==> src/rtl/t1g_pkg.sv <==
package t1g_pkg;
  localparam int T1G_CHANNELS    = 24;
  localparam int T1G_BITS_PER_CH = 8;

  typedef struct packed {
    logic fbit;
    logic chan;
    logic bit8;
  } t1g_gap_ctl_t;
endpackage

==> src/rtl/t1g_bit_counter.sv <==
module t1g_bit_counter #(
  parameter int FRAME_BITS = 193,
  localparam int POS_W     = $clog2(FRAME_BITS)
) (
  input  logic             clk,
  input  logic             rst_n,
  input  logic             bit_en,
  input  logic             frame_start,
  output logic [POS_W-1:0] pos_n,
  output logic [POS_W-1:0] pos_q
);
  localparam logic [POS_W-1:0] LAST = POS_W'(FRAME_BITS - 1);

  always_comb begin
    pos_n = pos_q;
    if (bit_en) begin
      if (frame_start)        pos_n = '0;
      else if (pos_q == LAST) pos_n = '0;
      else                    pos_n = pos_q + POS_W'(1);
    end
  end

  always_ff @(posedge clk or negedge rst_n) begin
    if (!rst_n) pos_q <= LAST;
    else        pos_q <= pos_n;
  end

  AST_SYNC_TO_FBIT: assert property (@(posedge clk) disable iff (!rst_n)
    (bit_en && frame_start) |=> (pos_q == '0));
  AST_HOLD_NO_TICK: assert property (@(posedge clk) disable iff (!rst_n)
    (!bit_en) |=> $stable(pos_q));
  AST_WRAP_LAST: assert property (@(posedge clk) disable iff (!rst_n)
    (bit_en && !frame_start && pos_q == LAST) |=> (pos_q == '0));
endmodule

==> src/rtl/t1g_pos_decode.sv <==
module t1g_pos_decode #(
  parameter int CHANNELS    = 24,
  parameter int BITS_PER_CH = 8,
  localparam int FRAME_BITS = 1 + CHANNELS * BITS_PER_CH,
  localparam int POS_W      = $clog2(FRAME_BITS),
  localparam int CH_W       = $clog2(CHANNELS + 1),
  localparam int BIT_W      = $clog2(BITS_PER_CH + 1)
) (
  input  logic [POS_W-1:0] pos,
  output logic [CH_W-1:0]  chan,
  output logic [BIT_W-1:0] bitn
);
  logic [POS_W-1:0] slot;
  logic             is_fbit;

  assign is_fbit = (pos == '0);
  assign slot    = pos - POS_W'(1);

  always_comb begin
    if (is_fbit) begin
      chan = '0;
      bitn = '0;
    end else begin
      chan = CH_W'(slot / POS_W'(BITS_PER_CH)) + CH_W'(1);
      bitn = BIT_W'(slot % POS_W'(BITS_PER_CH)) + BIT_W'(1);
    end
  end
endmodule

==> src/rtl/t1g_gap_select.sv <==
module t1g_gap_select
  import t1g_pkg::*;
#(
  parameter int CHANNELS    = 24,
  parameter int BITS_PER_CH = 8,
  localparam int CH_W       = $clog2(CHANNELS + 1),
  localparam int BIT_W      = $clog2(BITS_PER_CH + 1)
) (
  input  t1g_gap_ctl_t         ctl,
  input  logic [CHANNELS-1:0]  mask,
  input  logic [CH_W-1:0]      chan,
  input  logic [BIT_W-1:0]     bitn,
  output logic                 gap
);
  logic [CHANNELS-1:0] hit;
  logic                mask_hit;
  logic                on_fbit;
  logic                on_last_bit;

  for (genvar k = 0; k < CHANNELS; k++) begin : g_chan
    assign hit[k] = mask[k] && (chan == CH_W'(k + 1));
  end

  assign mask_hit    = |hit;
  assign on_fbit     = (chan == '0);
  assign on_last_bit = (bitn == BIT_W'(BITS_PER_CH));

  always_comb begin
    if (on_fbit) gap = ctl.fbit;
    else         gap = (ctl.chan && mask_hit) || (ctl.bit8 && on_last_bit);
  end
endmodule

==> src/rtl/t1_gapped_rxclk.sv <==
module t1_gapped_rxclk
  import t1g_pkg::*;
#(
  parameter int CHANNELS    = T1G_CHANNELS,
  parameter int BITS_PER_CH = T1G_BITS_PER_CH,
  localparam int FRAME_BITS = 1 + CHANNELS * BITS_PER_CH,
  localparam int POS_W      = $clog2(FRAME_BITS),
  localparam int CH_W       = $clog2(CHANNELS + 1),
  localparam int BIT_W      = $clog2(BITS_PER_CH + 1)
) (
  input  logic                clk,
  input  logic                rst_n,
  input  logic                bit_en,
  input  logic                frame_start,
  input  logic                fbit_gap_en,
  input  logic                chan_gap_en,
  input  logic [CHANNELS-1:0] chan_gap_mask,
  input  logic                bit8_gap_en,
  output logic                rclk_pulse,
  output logic                rdata_valid,
  output logic [CH_W-1:0]     chan_idx,
  output logic [BIT_W-1:0]    bit_idx
);
  logic [POS_W-1:0] pos_n;
  logic [POS_W-1:0] pos_q;
  logic [CH_W-1:0]  chan_n;
  logic [BIT_W-1:0] bit_n;
  logic             gap_n;
  t1g_gap_ctl_t     ctl;

  logic             pulse_d, valid_d;
  logic [CH_W-1:0]  chan_d;
  logic [BIT_W-1:0] bit_d;

  assign ctl.fbit = fbit_gap_en;
  assign ctl.chan = chan_gap_en;
  assign ctl.bit8 = bit8_gap_en;

  t1g_bit_counter #(.FRAME_BITS(FRAME_BITS)) u_cnt (
    .clk(clk), .rst_n(rst_n), .bit_en(bit_en), .frame_start(frame_start),
    .pos_n(pos_n), .pos_q(pos_q)
  );

  t1g_pos_decode #(.CHANNELS(CHANNELS), .BITS_PER_CH(BITS_PER_CH)) u_dec (
    .pos(pos_n), .chan(chan_n), .bitn(bit_n)
  );

  t1g_gap_select #(.CHANNELS(CHANNELS), .BITS_PER_CH(BITS_PER_CH)) u_gap (
    .ctl(ctl), .mask(chan_gap_mask), .chan(chan_n), .bitn(bit_n), .gap(gap_n)
  );

  always_comb begin
    pulse_d = bit_en && !gap_n;
    valid_d = rdata_valid;
    chan_d  = chan_idx;
    bit_d   = bit_idx;
    if (bit_en) begin
      valid_d = !gap_n;
      chan_d  = chan_n;
      bit_d   = bit_n;
    end
  end

  always_ff @(posedge clk or negedge rst_n) begin
    if (!rst_n) begin
      rclk_pulse  <= 1'b0;
      rdata_valid <= 1'b0;
      chan_idx    <= '0;
      bit_idx     <= '0;
    end else begin
      rclk_pulse  <= pulse_d;
      rdata_valid <= valid_d;
      chan_idx    <= chan_d;
      bit_idx     <= bit_d;
    end
  end

  AST_PULSE_ON_TICK: assert property (@(posedge clk) disable iff (!rst_n)
    rclk_pulse |-> ($past(bit_en) && rdata_valid));
  AST_FBIT_REMOVED: assert property (@(posedge clk) disable iff (!rst_n)
    ($past(bit_en) && rdata_valid && chan_idx == '0) |-> !$past(fbit_gap_en));
  AST_BIT8_REMOVED: assert property (@(posedge clk) disable iff (!rst_n)
    ($past(bit_en) && rdata_valid && bit_idx == BIT_W'(BITS_PER_CH)) |-> !$past(bit8_gap_en));
  AST_IDLE_STABLE: assert property (@(posedge clk) disable iff (!rst_n)
    (!bit_en) |=> (!rclk_pulse && $stable(rdata_valid) && $stable(chan_idx) && $stable(bit_idx)));
endmodule

==> config.mk <==
export PLATFORM = sky130hd
export DESIGN_NAME = t1_gapped_rxclk
export DESIGN_NICKNAME = d
export VERILOG_FILES = /design/src/rtl/t1g_pkg.sv /design/src/rtl/t1g_bit_counter.sv /design/src/rtl/t1g_pos_decode.sv /design/src/rtl/t1g_gap_select.sv /design/src/rtl/t1_gapped_rxclk.sv
export SDC_FILE = /design/constraint.sdc
export NUM_CORES = 1
export LEC_CHECK = 0
export BUFFER_PORTS_ARGS = -buffer_cell sky130_fd_sc_hd__buf_2
export CORE_UTILIZATION = 48
export CTS_BUF_LIST = sky130_fd_sc_hd__clkbuf_16
export DETAILED_ROUTE_END_ITERATION = 8
export PLACE_DENSITY = 0.73
export RECOVER_POWER = 50
export SYNTH_ARGS = -nofsm -noshare
export SYNTH_HDL_FRONTEND = slang
export SYNTH_HIERARCHICAL = 1
export SYNTH_SLANG_ARGS = --single-unit
==> constraint.sdc <==
create_clock -name clk -period 3.6 [get_ports clk]
set_input_delay 1.08 -clock clk [delete_from_list [all_inputs] [get_ports clk]]
set_output_delay 1.08 -clock clk [all_outputs]
set_load 0.01 [all_outputs]
---- Word-level counts from Yosys, hierarchy flattened ----
Cells that the tools add are included.
storage, ports and cells
  register bits after elaboration ......... 19
  latch bits .............................. 0
  RAM bits ................................ 0
  memory bits (read-only) ................. 0
  bits of input ports ..................... 31
  output and inout port bits .............. 11
  word-level logic and storage cells ...... 73
  memories kept ........................... 0
operators by class
  add/sub/neg operators ................... 4
  multiply operators ...................... 0
  div/mod/pow operators ................... 0
  order comparisons ....................... 0
  equality and inequality tests ........... 26
  shift operators ......................... 0
  multiplexer cells ....................... 6
  bitwise operators ....................... 0
  reductions and logical operators ........ 32
operator list
  cell                                                  number
  equality test 5 bit (second input constant)           9
  equality test 5 x 4 -> 1 bit (second input constant)  8
  logical AND 1 bit                                     27
  two-way mux 8 bit                                     3
  OR reduction 24 bit                                   1
  equality test 5 x 3 -> 1 bit (second input constant)  4
  equality test 5 x 2 -> 1 bit (second input constant)  2
  adder 8 x 1 -> 8 bit (second input constant)          1
  equality test 8 bit (second input constant)           1
  logical NOT 8 bit                                     1
  subtractor 8 x 1 -> 8 bit (second input constant)     1
  adder 5 x 1 -> 5 bit (second input constant)          1
  equality test 5 x 1 -> 1 bit (second input constant)  1
  logical NOT 5 bit                                     1
  two-way mux 5 bit                                     1
  adder 3 x 1 -> 4 bit (second input constant)          1
  equality test 4 bit (second input constant)           1
  two-way mux 4 bit                                     1
  logical NOT 1 bit                                     1
  logical OR 1 bit                                      1
  two-way mux 1 bit                                     1

---- Longest topological paths before layout ----
Gate-level depths: netlist of the first run.
  depth after elaboration ................. 15
  gate-level depth with buffers ........... 20

---- Cells and area by module ----
Netlist of the first run, hierarchy kept.
by module, submodules not included
  module           times used  cells an instance  area an instance (um^2)  sequential area each (um^2)
  t1g_bit_counter  1           47                 486.7                    202.7
  t1_gapped_rxclk  1           24                 439.2                    275.3
  t1g_gap_select   1           42                 354.1                    0.0
  t1g_pos_decode   1           42                 316.6                    0.0

---- Worst setup path before layout of the first run ----
Ideal clock, no wire load.
  kind .................................... in2reg
  from .................................... input port bit_en
  to ...................................... register rdata_valid
  setup time .............................. 118 ps
  data arrival time ....................... 4339 ps
  required time ........................... 3482 ps
  setup slack ............................. -857 ps
  stages on the path ...................... 18
  path buffers ............................ 2
  cell sequence ........................... buf_2 -> and2b_1 -> o21ai_4 -> mux2i_1 -> inv_1 -> ha_1 -> and2b_2 -> nor2b_1 -> xor2_1 -> ha_1 -> nor2b_1 -> buf_6 -> mux2i_1 -> a211o_2 -> o2111a_1 -> o31ai_1 -> nor2b_1 -> a21o_1
between the ends
  cells in the longest elaborated chain, start to end .. 11
ends and longest elaborated chain
  item                                                        line                   source
  start: declaration                                          t1_gapped_rxclk.sv:13  input logic bit_en,
  two-way mux 8 bit (*)                                       t1g_bit_counter.sv:16  if (bit_en) begin
  named net pos_n[0]                                          t1_gapped_rxclk.sv:24  logic [POS_W-1:0] pos_n;
  subtractor 8 x 1 -> 8 bit                                   t1g_pos_decode.sv:17   assign slot = pos - POS_W'(1);
  adder 5 x 1 -> 5 bit                                        t1g_pos_decode.sv:24   chan = CH_W'(slot / POS_W'(BITS_PER_CH)) + CH_W'(1);
  two-way mux 5 bit (*)                                       t1g_pos_decode.sv:20   if (is_fbit) begin
  named net chan_n[1]                                         t1_gapped_rxclk.sv:26  logic [CH_W-1:0] chan_n;
  equality test 5 x 1 -> 1 bit, or another cell as far along  t1g_gap_select.sv:21   assign hit[k] = mask[k] && (chan == CH_W'(k + 1));
  logical AND 1 bit                                           t1g_gap_select.sv:21
  OR reduction 24 bit                                         t1g_gap_select.sv:24   assign mask_hit = |hit;
  logical AND 1 bit                                           t1g_gap_select.sv:30   else gap = (ctl.chan && mask_hit) || (ctl.bit8 && on_last_bit);
  logical OR 1 bit                                            t1g_gap_select.sv:30
  two-way mux 1 bit (*)                                       t1g_gap_select.sv:29   if (on_fbit) gap = ctl.fbit;
  named net gap_n                                             t1_gapped_rxclk.sv:28  logic gap_n;
  logical NOT 1 bit (*)                                       t1_gapped_rxclk.sv:58  valid_d = !gap_n;
  end signal: assignment                                      t1_gapped_rxclk.sv:72  rdata_valid <= valid_d;
  end: declaration                                            t1_gapped_rxclk.sv:20  output logic rdata_valid,
Mark *: on every way through the listed nets, which the timed path passes. The rest lies on a longest branch.
A chain may end at the register's enable or synchronous reset.

---- Worst setup path after layout of the first run ----
  from .................................... input port frame_start
  to ...................................... register rdata_valid
between the ends
  cells in the longest elaborated chain, start to end .. 12
ends and longest elaborated chain
  item                                                        line                   source
  start: declaration                                          t1_gapped_rxclk.sv:14  input logic frame_start,
  two-way mux 8 bit (*)                                       t1g_bit_counter.sv:17  if (frame_start) pos_n = '0;
  two-way mux 8 bit (*)                                       t1g_bit_counter.sv:16
  named net pos_n[0]                                          t1_gapped_rxclk.sv:24
  subtractor 8 x 1 -> 8 bit                                   t1g_pos_decode.sv:17
  adder 5 x 1 -> 5 bit                                        t1g_pos_decode.sv:24
  two-way mux 5 bit (*)                                       t1g_pos_decode.sv:20
  named net chan_n[1]                                         t1_gapped_rxclk.sv:26
  equality test 5 x 1 -> 1 bit, or another cell as far along  t1g_gap_select.sv:21
  logical AND 1 bit                                           t1g_gap_select.sv:21
  OR reduction 24 bit                                         t1g_gap_select.sv:24
  logical AND 1 bit                                           t1g_gap_select.sv:30
  logical OR 1 bit                                            t1g_gap_select.sv:30
  two-way mux 1 bit (*)                                       t1g_gap_select.sv:29
  named net gap_n                                             t1_gapped_rxclk.sv:28
  logical NOT 1 bit (*)                                       t1_gapped_rxclk.sv:58
Marks and branches as above.

==> results of run 1 <==
worst register-to-register path: cells and delay by family (launching register included):
family	cells	cell delay [ns]
and+or+nand+nor	7	1.87
buffers and inverters	2	0.28
xor gates and xnor gates	2	0.41
DFF	1	0.53
AOI/OAI and AO/OA	3	0.44
muxes	2	0.35
kinds of logic (layout without fill, tap and decap cells):
| family | after synthesis | count (layout) |
|---|---|---|
| and+or+nand+nor | 56 | 56 |
| AOI/OAI and AO/OA | 24 | 24 |
| muxes | 20 | 20 |
| DFF | 19 | 19 |
| buffers and inverters | 19 | 111 |
| xor gates and xnor gates | 12 | 12 |
| adders and majority gates | 5 | 5 |
cell usage after synthesis (2+ instances only):
master	instances
nand2_1	8
mux2i_1	6
buf_6	5
o31ai_1	2
and2b_2	2
and4bb_2	2
a21oi_1	3
o22ai_1	3
inv_1	9
dfrtp_1	17
and3_1	2
a31oi_1	2
nand4bb_2	2
and2_1	2
nor3_1	3
nor2b_1	3
nor4_1	6
buf_2	3
mux2_2	3
nand4_1	4
dfstp_2	2
xor2_1	5
nor2_1	12
mux2_4	10
a21o_1	2
o21bai_1	2
ha_1	5
xnor2_1	6
flip-flops by register name, indices dropped and copies added, names as in the netlist:
register / flops
rclk_pulse: 1
rdata_valid: 1
chan_idx: 5
u_cnt/pos_q: 8
bit_idx: 4
cell type report:
cell class                      instances  share of cell area
Inverter                                9             0.01371
Multi-Input combinational cell        117              0.4635
Tap cell                               44             0.02234
Timing Repair Buffer                   98              0.2741
Clock buffer                            3             0.03046
Clock inverter                          1            0.002030
Sequential cell                        19              0.1939
metrics by stage:
stage	utilization	instance area, um2
2_1_floorplan	-	1674
3_5_place_dp	0.7000	2172
6_report	0.7944	2465
3_3_place_gp	0.7000	2172
4_1_cts	0.7653	2375
5_1_grt	0.7944	2465
per-layer routing:
metal  share of wire  global-route usage  up-vias  wire [um]
met4           0.026              0.1063        0        126
li1                -                   -      747          -
met3           0.039             0.03247       18        191
met2            0.55              0.5238       70       2678
met1            0.39              0.3071      775       1890
met5               0                   0        -          0
final timing paths:
| path | startpoint | slack (ns) | end | cells after the start |
|---|---|---|---|---|
| min | bit_idx[1] | 0.52 | bit_idx[1] | 1 |
| min reg2reg | bit_idx[1] | 0.52 | bit_idx[1] | 1 |
| min in group asynchronous | rst_n | 0.99 | u_cnt/pos_q[5] | 1 |
| max reg2reg | u_cnt/pos_q[6] | -0.35 | rdata_valid | 16 |
| max | frame_start | -0.46 | rdata_valid | 17 |
| max in group asynchronous | rst_n | 1.99 | rdata_valid | 1 |
power groups by stage:
stage	Sequential (W)	Clock, W	Combinational, W
floorplan	0.000298	0	0.000358
global placement	0.000281	0	0.000549
detailed placement	0.000283	0	0.000569
CTS	0.000281	0.000231	0.000639
global route	0.000287	0.000239	0.000779
finish	0.000284	0.000228	0.000733
what timing repair did:
item | 4_1_cts | 5_1_grt
buffers inserted | 9 | 4
endpoints found under the hold margin | 0 | 0
endpoints found under the setup margin | 2 | 2
pin swaps | 15 | 9
gates resized for setup | 16 | 12
==> results.ini, run 1 <==
[placement]
dp_slack_ns=-0.7458
io_buffers=41
dp.cells=275
dp_hpwl_um=3159
place.gp.congestion=0.9822

[synth]
synth_area_leaders=dfrtp_1 27%, mux2_4 9.4%, ha_1 3.9%
yosysSeqAreaShare=0.2994
synth_xor_xnor_area_share=0.07053
synthDistinctLibCells=52
yosys_warnings=6
synth_fa_ha_area_frac=0.03918
synthCells=155
synth_compound_gate_area_share=0.1168
synth_top_area_cell=dfrtp_1
syn_area_mm2=0.001597
syn_nets=191
synth_top_flop_cell=dfrtp_1
syn_area_per_cell_um2=10.30
muxShareOfSynthArea=0.1693
ys_ff_latch=19
synth-simple-area-share=0.2304
synth_top_area_frac=0.2665
synth_edf_count=0
synth_top_family_by_area=simple AND/OR/NAND/NOR gates
async_flop_share=1.000

[timing]
fin_skew_ns=0.0008753
rsz0062_at_grt=true
worstMarginPinSlew_ns=1.039
max_freq_mhz=246.1
report.final.slew_viol_count=0
finalHoldViolCount=0
fin_hold_ws_ns=0.5154
max_slew_margin=0.3076
tns_ns=-0.8452
fin_crit_sh=1.129
setup_viol=2
min_period_ns=4.064
setup_ws_ns=-0.4639

[die]
die_width_um=59.67
num_rows=20
initial_core_util=0.5145
die_area_mm2=0.003561
ioPinCount=42
fp.dieH_um=59.67
core_region_area_mm2=0.003103

[pwr]
p_int_w=0.0008028
switching_power_w=0.0004422
power_frac_seq=0.228
clkPwrFrac=0.183
p_leak_nw=1.205
sw_frac_of_total=0.3552
p_total_w=0.001245
power_density_mw_per_mm2=505.1
ir_drop_mv=0.2869
combPwrFrac=0.589

[setup_path]
crit_slowest_cell=mux2_4
critPathRequiredTime_ns=3.79
crit_chain=buf_6 > and2b_2 > o21ai_4 > mux2i_4 > inv_2 > ha_4 > and2b_2 > nor2b_4 > xor2_1 > ha_2 > nor2b_4 > mux2_4 > a221oi_2 > o2111a_1 > o31ai_2 > nor2b_1 > a21o_1
max_stage_delay_ns=0.33
cp.buffers_inverters=2
critPathCaptureType=flop
crit_family=simple AND/OR/NAND/NOR gates
path_max_fanout=6
critPathLaunchType=input pin
arrival_ns=4.26
path_class=input pin to flop

[detailed_routing]
drt-initial-drc-count=92
drc=0
vias=1610
wl_um=4887
viasPerCell=5.533
drtPass1Iterations=4
wl_per_cell_um=16.79
drt.antenna.violating_nets=0

[cts]
clk_pin_slew_ns=0.05
cts_buffer_depth=2
clk_latency_ns=0.25
h-tree-depth=1
cts_root_buffer=clkbuf_16
cts_tree=built
ctsHoldBuffers=0
cts_buffers=3
clock-sinks=19

[layout]
syn_to_final_growth_pct=54.39
multi_input_area_mm2=0.001142
layout_common_cells=52 x buf_4, 38 x buf_2, 17 x dfrtp_1
diodes=0
layout_commonest_cell=buf_4
layoutNonFillerInstCount=291
layout.area.seq_um2=478.0
nets=284
fill_cells=200
drive_above_1_share=0.6235

[grt]
antenna_found_initial=0
grt_pass1_wl_um=7272
grt_util_all_layers=0.2751
overflow=0
grt_pass1_vias=1638
grt_max_degree=20

[run_status]
violations=setup timing
status=finished with violations

[min_path]
hold_path_class=flop to flop

[flow_run]
cap_viol_max_count=0

No activity file was read; power rests on OpenSTA's default activity.
==> run 2: changes to the inputs <==
--- a/config.mk
+++ b/config.mk
@@ -6,6 +6,7 @@
 export NUM_CORES = 1
 export LEC_CHECK = 0
 export BUFFER_PORTS_ARGS = -buffer_cell sky130_fd_sc_hd__buf_2
+export CORE_MARGIN = 5
 export CORE_UTILIZATION = 48
 export CTS_BUF_LIST = sky130_fd_sc_hd__clkbuf_16
 export DETAILED_ROUTE_END_ITERATION = 8
==> constraint.sdc (replaced) <==
create_clock -name clk -period 3.6 [get_ports clk]
set_input_delay 0.36 -clock clk [delete_from_list [all_inputs] [get_ports clk]]
set_output_delay 0.36 -clock clk [all_outputs]
set_load 0.01 [all_outputs]
==> results.ini, run 2 (synthesis gave the netlist of run 1 again) <==
[run_status]
status=finished with violations
violations=setup timing

[timing]
worstMarginPinSlew_ns=0.9996
report.final.slew_viol_count=0
max_slew_margin=0.3336
fin_crit_sh=1.069
fin_skew_ns=0.001404
finalHoldViolCount=0
tns_ns=-0.4094
rsz0062_at_grt=true
min_period_ns=3.848
setup_ws_ns=-0.2478
setup_viol=2
max_freq_mhz=259.9

[grt]
grt_util_all_layers=0.2020
grt_pass1_vias=1585
grt_pass1_wl_um=7107
antenna_found_initial=0
overflow=0
grt_max_degree=20

[setup_path]
path_max_fanout=6
max_stage_delay_ns=0.52
critPathCaptureType=flop
r2r_end=rdata_valid
path_class=flop to flop
endpoint=rdata_valid
startpoint=u_cnt/pos_q[6]
critPathRequiredTime_ns=3.74
reg2reg_depth=18
crit_slowest_cell=dfstp_2
ff2ff_setup_slack_ns=-0.25
regToRegStartpoint=u_cnt/pos_q[6]
arrival_ns=3.99
critPathLaunchType=flop
crit_chain=or3b_4 > o21ai_4 > mux2i_2 > buf_4 > or3_4 > buf_6 > nor3_4 > xor2_2 > xnor2_1 > nor2_1 > buf_4 > buf_6 > mux2i_1 > o41ai_1 > nor4_2 > o31ai_2 > nor2b_1 > a21o_1

[cts]
cts_buffer_depth=2
ctsHoldBuffers=0
cts_root_buffer=clkbuf_16
clk_latency_ns=0.25
h-tree-depth=1
cts_buffers=3
clk_pin_slew_ns=0.05
cts_tree=built
clock-sinks=19

[pwr]
clkPwrFrac=0.190
sw_frac_of_total=0.3408
ir_drop_mv=0.4526
power_frac_seq=0.235
switching_power_w=0.0004009
power_density_mw_per_mm2=497.8
p_leak_nw=1.152
combPwrFrac=0.576
p_int_w=0.0007756

[layout]
layout_commonest_cell=buf_4
top_register=u_cnt/pos_q
reg.largest.list=u_cnt/pos_q: 8 flops, chan_idx: 5 flops, bit_idx: 4 flops
drive_above_1_share=0.5820
layout_common_cells=51 x buf_4, 37 x buf_2, 17 x dfrtp_1
diodes=0
finish.instance_area_mm2=0.002364
fill_cells=237
syn_to_final_growth_pct=48.04
nets=281
largest_reg_flops=8

[placement]
place.gp.congestion=0.9098
dp_slack_ns=-0.2728
placed_area_mm2=0.002138
io_buffers=41
dp_hpwl_um=3341

[min_path]
hold_path_class=input pin to async pin

[detailed_routing]
drt.antenna.violating_nets=0
drtPass1Iterations=4
wl_per_cell_um=15.82
viasPerCell=5.472
vias=1587
drt-initial-drc-count=126
drc=0
wl_um=4588

[die]
die_width_um=67.67
core_region_area_mm2=0.003284
initial_core_util=0.4861
fp.dieH_um=67.67
die_area_mm2=0.004579
num_rows=21
ioPinCount=42

[flow_run]
cap_viol_max_count=0

==> run 2: power groups by stage <==
stage | sequential, W | clock, W | combinational, W
after global placement | 0.000277 | 0 | 0.000557
after floorplan | 0.000298 | 0 | 0.000344
after global routing | 0.000282 | 0.000236 | 0.000725
after detailed placement | 0.000279 | 0 | 0.000577
final | 0.000276 | 0.000223 | 0.000677
after CTS | 0.000276 | 0.000224 | 0.000651
==> run 2: critical path: cells and delay by family, from the launching register on <==
family / cells / cell delay [ns]
and+or+nand+nor: 6 / 1.20
xor gates and xnor gates: 2 / 0.38
buffers and inverters: 4 / 0.56
AOI/OAI and AO/OA: 4 / 0.85
muxes: 2 / 0.23
DFF: 1 / 0.52
==> run 2: routing by layer <==
metal / wire length, um / track usage / vias up
met5: 0 / 0 / -
met1: 1951 / 0.2508 / 784
met2: 2356 / 0.3621 / 53
li1: - / - / 743
met3: 251 / 0.03827 / 7
met4: 29 / 0.03797 / 0
==> run 2: how the worst min path moves through the flow <==
stage,endpoint,from,slack (ns)
floorplan,bit_idx[0],rst_n,0.06
global placement,bit_idx[1],rst_n,0.31
detailed placement,bit_idx[3],rst_n,0.32
CTS,bit_idx[3],rst_n,0.05
global route,bit_idx[1],rst_n,0.34
finish,bit_idx[3],rst_n,0.26
==> run 2: cell type report <==
| cell class | instances | area, um2 | area share |
|---|---|---|---|
| multi-input cells | 117 | 1099 | 0.4648 |
| repair buffers | 95 | 616.8 | 0.2610 |
| flip-flops and latches | 19 | 478.0 | 0.2022 |
| clock buffers | 3 | 75.07 | 0.03176 |
| well taps | 46 | 57.56 | 0.02435 |
| inverters | 9 | 33.78 | 0.01429 |
| clock inverters | 1 | 3.754 | 0.001588 |
==> run 2: stage by stage <==
| step | hold WS (ns) | total power (W) | instances | util |
|---|---|---|---|---|
| 3_3_place_gp | 0.3125 | 0.0008337 | 277 | 0.6510 |
| 5_1_grt | 0.3436 | 0.001242 | 290 | 0.7196 |
| 6_report | 0.2580 | 0.001177 | 290 | 0.7196 |
| 2_1_floorplan | 0.06441 | 0.0006427 | 155 | - |
| 3_5_place_dp | 0.3222 | 0.0008553 | 277 | 0.6510 |
| 4_1_cts | 0.05467 | 0.001151 | 287 | 0.7086 |
==> run 2: timing repair <==
item | in CTS | in global routing
resized for setup | 14 | 4
pin swaps | 7 | 5
endpoints found under the setup margin | 2 | 2
setup buffers | 6 | 3
